--- src/rtl/fs_power_seq.sv ---
module fs_power_seq #(
  parameter int TIMEOUT_CYCLES = 2048,
  parameter int PIN_HOLD       = 16
) (
  input  logic clk,
  input  logic rst_n,
  input  logic pwrdn_pin,
  input  logic fs_tx,
  input  logic fs_rx,
  output logic pwr_up,
  output logic pcm_oe
);
  localparam int TW = $clog2(TIMEOUT_CYCLES + 1);
  localparam int HW = $clog2(PIN_HOLD + 1);

  logic [2:0]    tx_q, rx_q;
  logic [1:0]    pin_q;
  logic [HW-1:0] hi_cnt;
  logic [TW-1:0] idle_cnt;
  logic [1:0]    tx_cnt;
  logic          pwr_q;

  logic tx_rise, rx_rise, any_rise, forced, expire, wake;

  assign tx_rise  = tx_q[1] & ~tx_q[2];
  assign rx_rise  = rx_q[1] & ~rx_q[2];
  assign any_rise = tx_rise | rx_rise;
  assign forced   = (hi_cnt == HW'(PIN_HOLD));
  assign expire   = pwr_q & ~any_rise & (idle_cnt == TW'(TIMEOUT_CYCLES - 1));
  assign wake     = ~pwr_q & ~forced & any_rise;

  always_ff @(posedge clk or negedge rst_n) begin
    if (!rst_n) begin
      tx_q     <= '0;
      rx_q     <= '0;
      pin_q    <= '0;
      hi_cnt   <= '0;
      idle_cnt <= '0;
      tx_cnt   <= '0;
      pwr_q    <= 1'b0;
    end else begin
      tx_q  <= {tx_q[1:0], fs_tx};
      rx_q  <= {rx_q[1:0], fs_rx};
      pin_q <= {pin_q[0], pwrdn_pin};

      if (!pin_q[1])
        hi_cnt <= '0;
      else if (!forced)
        hi_cnt <= hi_cnt + 1'b1;

      if (forced || expire)
        pwr_q <= 1'b0;
      else if (wake)
        pwr_q <= 1'b1;

      if (!pwr_q || any_rise)
        idle_cnt <= '0;
      else
        idle_cnt <= idle_cnt + 1'b1;

      if (forced || expire || (!pwr_q && !wake))
        tx_cnt <= '0;
      else if (wake)
        tx_cnt <= {1'b0, tx_rise};
      else if (tx_rise && tx_cnt != 2'd2)
        tx_cnt <= tx_cnt + 1'b1;
    end
  end

  assign pwr_up = pwr_q;
  assign pcm_oe = pwr_q & (tx_cnt == 2'd2);
endmodule


--- config.mk ---
export PLATFORM = sky130hd
export DESIGN_NAME = fs_power_seq
export DESIGN_NICKNAME = d
export VERILOG_FILES = /design/src/rtl/fs_power_seq.sv
export SDC_FILE = /design/constraint.sdc
export NUM_CORES = 1
export LEC_CHECK = 0
export ABC_AREA = 1
export ABC_CLOCK_PERIOD_IN_PS = 1300
export CAP_MARGIN = 20
export CORE_ASPECT_RATIO = 1.75
export CORE_MARGIN = 4
export CORE_UTILIZATION = 35
export CTS_BUF_LIST = sky130_fd_sc_hd__clkbuf_8 sky130_fd_sc_hd__clkbuf_16
export DETAILED_ROUTE_END_ITERATION = 7
export DONT_BUFFER_PORTS = 1
export PLACE_DENSITY_LB_ADDON = 0.2
export SLEW_MARGIN = 20
export SYNTH_ARGS = -nofsm -noshare
export SYNTH_HDL_FRONTEND = slang
export SYNTH_SLANG_ARGS = --single-unit
--- constraint.sdc ---
create_clock -name clk -period 1.3 [get_ports clk]
set_input_delay 0.065 -clock clk [delete_from_list [all_inputs] [get_ports clk]]
set_output_delay 0.065 -clock clk [all_outputs]
set_load 0.05 [all_outputs]
After elaboration in Yosys (flattened, before gate mapping)
Index checks and enable logic that the tools add are counted.

word-level totals
  input port bits = 5
  output and inout port bits = 2
  register bits after elaboration = 28
  bits in read-only memories = 0
  bits in latches = 0
  RAM bits = 0
  memories kept = 0
  word-level logic and storage cells = 45

cells by class
  reductions and logical operators = 9
  mux-type cells = 8
  magnitude comparators = 0
  shift operators = 0
  divide/modulo/power cells = 0
  bitwise gates (word level) = 13
  multiply operators = 0
  $add $sub $neg = 3
  equal/unequal tests = 5

operators with widths
  cell                                                   number
  adder 12 x 1 -> 12 bit, second input constant          1
  equality test 12 x 11 -> 1 bit, second input constant  1
  2-to-1 mux 12 bit                                      1
  2-to-1 mux 5 bit                                       2
  bitwise AND 1 bit                                      7
  2-to-1 mux 2 bit                                       3
  adder 5 x 1 -> 5 bit, second input constant            1
  equality test 5 bit, second input constant             1
  inverter 1 bit                                         5
  != test 2 bit, second input constant                   2
  logical OR 1 bit                                       3
  nonzero test 3 bit                                     1
  adder 2 x 1 -> 2 bit, second input constant            1
  equality test 2 bit, second input constant             1
  logical AND 1 bit                                      2
  zero test 1 bit                                        2
  2-to-1 mux 1 bit                                       2
  nonzero test 2 bit                                     1
  bitwise OR 1 bit                                       1

Depth between registers and ports, before layout
  word-level depth = 9
  depth in mapped cells = 9
  depth with buffers taken out = 9

Worst setup path before layout
Ideal clock, no wire load.

  kind = register -> register
  start point = register pwr_q, in the netlist pwr_up
  end point = register idle_cnt[3]
  path buffers = 0
  arrival time = 1.197 ns
  stages on the path, launching flop included = 5
  slack = 0.026 ns
  setup time = 0.077 ns
  clock period less this slack = 1.274 ns
  required time = 1.223 ns
  path through = dfrtp_1 -> nand3_2 -> inv_1 -> o21ai_0 -> a21oi_1

between the ends
  longest elaborated chain between the ends = 3

RTL lines
  item                    line  source
  from (decl)             21    logic pwr_q;
  from (signal assigned)  40    pwr_q <= 1'b0;
  from (signal assigned)  52    pwr_q <= 1'b0;
  from (signal assigned)  54    pwr_q <= 1'b1;
  zero test 1 bit         56    if (!pwr_q || any_rise)
  logical OR 1 bit        56
  2-to-1 mux 12 bit       56
  to (signal assigned)    59    idle_cnt <= idle_cnt + 1'b1;
  to (decl)               19    logic [TW-1:0] idle_cnt;

No other way between the ends.
A chain may end at the register's enable or synchronous reset.

Worst setup path after layout
  start point = register idle_cnt[0]
  end point = register idle_cnt[6]

between the ends
  longest elaborated chain between the ends = 2

RTL lines
  item                    line
  adder 12 x 1 -> 12 bit  59
  2-to-1 mux 12 bit       56

No other way between the ends.

==> summary.md <==
| Metric | Value |
|---|---|
| Status | `completed` |
| Worst path required time | `approximately 1.5 ns` |
| Site Rows | `29` |
| YS warnings | `0` |
| Fraction of layout cells with a size suffix above 1 | `0.239` |
| GRT Residual Overflow | `0` |
| Initial antenna violation count | `0` |
| Pre-CTS setup slack | `around 0.013 ns` |
| Global-route wire length before repair | `about 4400 um` |
| Avg WL per Cell | `approximately 11 um` |
| Most frequent cells in the layout | `nand2_1, dfrtp_1, nor2_1` |
| Max Cap Violations | `0` |
| Slowest cell on the critical path | `dfrtp_1` |
| Power per cell area | `1250 nW/um^2` |
| # fillers | `~340` |
| Synthesized-area fraction occupied by and/or/nand/nor cells | `0.289` |
| Register area | `roughly 700 sq um` |
| DRC Markers | `0` |
| CTS Buf Count | `3` |
| Main combinational cell family by area after synthesis | `simple AND/OR/NAND/NOR gates` |
| # IOs | `7` |
| XOR/XNOR share of the synthesized area | `0.00676` |
| Worst Setup Path Type | `reg -> reg` |
| Startpoint Class | `flop` |
| Crit-path cells | `ha_2 -> nand2_2 -> inv_2 -> nand3_4 -> buf_4 -> o21ai_0 -> nor2_1` |
| Compound-Gate Fraction of Synth Area | `0.0502` |
| Post-synthesis net count | `160` |
| Initial Utilization | `0.361` |
| Clock slew at reported path FFs | `about 0.090 ns` |
| RSZ-0062 raised after global routing | `true` |
| Syn Area/Cell | `8.58 sq um` |
| Root buffer cell | `clkbuf_8` |
| DP HPWL | `approximately 1700 um` |
| H-tree depth | `1` |
| GRT Total Usage | `0.120` |
| Pin count of the biggest net entering global routing | `29` |
| Tmin final | `1.28 ns` |
| Final Hold Violating Endpoints | `0` |
| WHS | `0.233 ns` |
| Antenna viol nets, final | `0` |
| Cell area after synthesis | `approximately 1300 sq um` |
| Core Region | `3590 sq um` |
| Die area | `around 4800 sq um` |
| Sequential area share after synthesis | `0.541` |
| CTS tree | `built` |
| Worst hold path class | `in -> async` |
| ANT cells | `0` |
| Count of state elements after synthesis | `28` |
| Max IR drop VDD | `roughly 0.00094 V` |
| Final RePlAce weighted congestion | `about 0.8` |
| DR pass1 iterations | `5` |
| DR iter-0 viols | `16` |
| Mux cell area share after synthesis | `0` |
| Yosys cell types | `19` |
| Slew margin rel. | `0.850` |
| Die Wd | `around 54 um` |
| Arrival @ worst endpoint | `approximately 1.5 ns` |
| Stages on the worst setup path | `7` |
| Clk_lat worst skew | `between 0.2 and 0.3 ns` |
| TNS Setup | `0 ns` |
| Least-Margin Pin Slew | `~0.22 ns` |
| Synth Area in Adders | `0.0386` |
| Vias in the first global route | `~1100` |
| Nets | `about 190` |
| CP peak stage delay | `0.39 ns` |
| Fin util | `0.459` |
| Area grow syn2layout | `27.2%` |
| Max Transition Viols Final | `0` |
| Crit. End Element | `flop` |
| CTS sink count | `28` |
| Port Buffers | `0` |
| Final setup vio count | `0` |
| PnR worst setup slack | `between 0.015 and 0.02 ns` |
| Most common cell after layout, fill and taps aside | `nand2_1` |
| Delay-heaviest family, CP | `flip-flops` |
| Peak Freq | `0.779 GHz` |
| CTS Buffer Depth | `2` |
| Clock Skew | `between 0.0009 and 0.001 ns` |
| Mapped Cells | `151` |
| Total power | `approximately 2.1 mW` |
| DRT Wirelength | `around 2500 um` |
| Worst-path maximum fanout | `3` |
| Worst Reg-to-Reg Cells | `7` |
| Bufs and invs on worst path | `2` |
| Leak | `between 0.8 and 0.9 nW` |
| Die Y | `roughly 89 um` |
| Via count | `between 1000 and 1500` |
| Period utilisation layout | `0.987` |
| Multi-input gate area | `~530 sq um` |
| Via/cell ratio | `approximately 4.6` |
==> cells by family after synthesis <==
family | after synthesis
AO/OA/AOI/OAI | 13
XOR/XNOR | 1
adder cells (fa/ha/maj) | 4
buffers and inverters | 26
flip-flops | 28
AND/OR/NAND/NOR | 79
==> layout make-up <==
class                           instances  area share
Inverter                               26      0.0592
Sequential cell                        28       0.425
Clock inverter                          1      0.0182
Tap cell                               46      0.0349
Clock buffer                            3      0.0250
Multi-Input combinational cell         97       0.319
Timing Repair Buffer                   21       0.119
==> sequential cells by signal, indices dropped and copies added, names as in the netlist <==
register	flops
hi_cnt	5
idle_cnt	12
pin_q	2
pwr_up	1
rx_q	3
tx_cnt	2
tx_q	3
==> where the power goes <==
part	total [mW]	leakage (nW)	switching (mW)	internal (mW)
Combinational	0.401	0.424	0.218	0.183
Sequential	0.977	0.359	0.0410	0.936
Clock	0.677	0.0357	0.265	0.412
==> stage by stage <==
stage	instances	instance area, sq um
6_report	222	1650
4_1_cts	211	1540
3_5_place_dp	202	1400
3_3_place_gp	202	1400
2_1_floorplan	151	1300
5_1_grt	222	1650
==> worst paths after layout <==
kind,from,end,slack (ns)
min,rst_n,hi_cnt[3],0.23
max reg2reg,idle_cnt[0],idle_cnt[6],0.02
min reg2reg,rx_q[0],rx_q[1],0.36
min in group clk,fs_rx,rx_q[0],0.34
max in group asynchronous,rst_n,hi_cnt[1],0.92
max,idle_cnt[0],idle_cnt[6],0.02
==> cell usage after synthesis, drive strengths merged <==
cell,number,share of area
nand3b,1,0.0058
o21ai,7,0.027
nand2,33,0.10
ha,4,0.039
inv,26,0.075
nor3,3,0.020
nand3,11,0.054
nand4,4,0.019
a21oi,6,0.023
nor2,27,0.086
xor2,1,0.0068
dfrtp,28,0.54
==> per-layer routing <==
layer / global-route usage / part of all wire / vias to the layer above / routed length, um
met5: 0 / 0 / - / 0
met3: 0.0152 / 0.022 / 4 / 54
li1: - / - / 520 / -
met4: 0.0544 / 0.015 / 0 / 37
met1: 0.133 / 0.39 / 487 / 966
met2: 0.220 / 0.58 / 15 / 1440
==> timing repair <==
action / in CTS / in global routing
endpoints found under the hold margin: 31 / 0
hold buffers: 5 / 0
setup buffers: 0 / 11
pin swaps: 1 / 6
gates resized for setup: 2 / 12
gates cloned: 0 / 0
endpoints found under the setup margin: 1 / 10
Power figures use the tool's default switching activity.
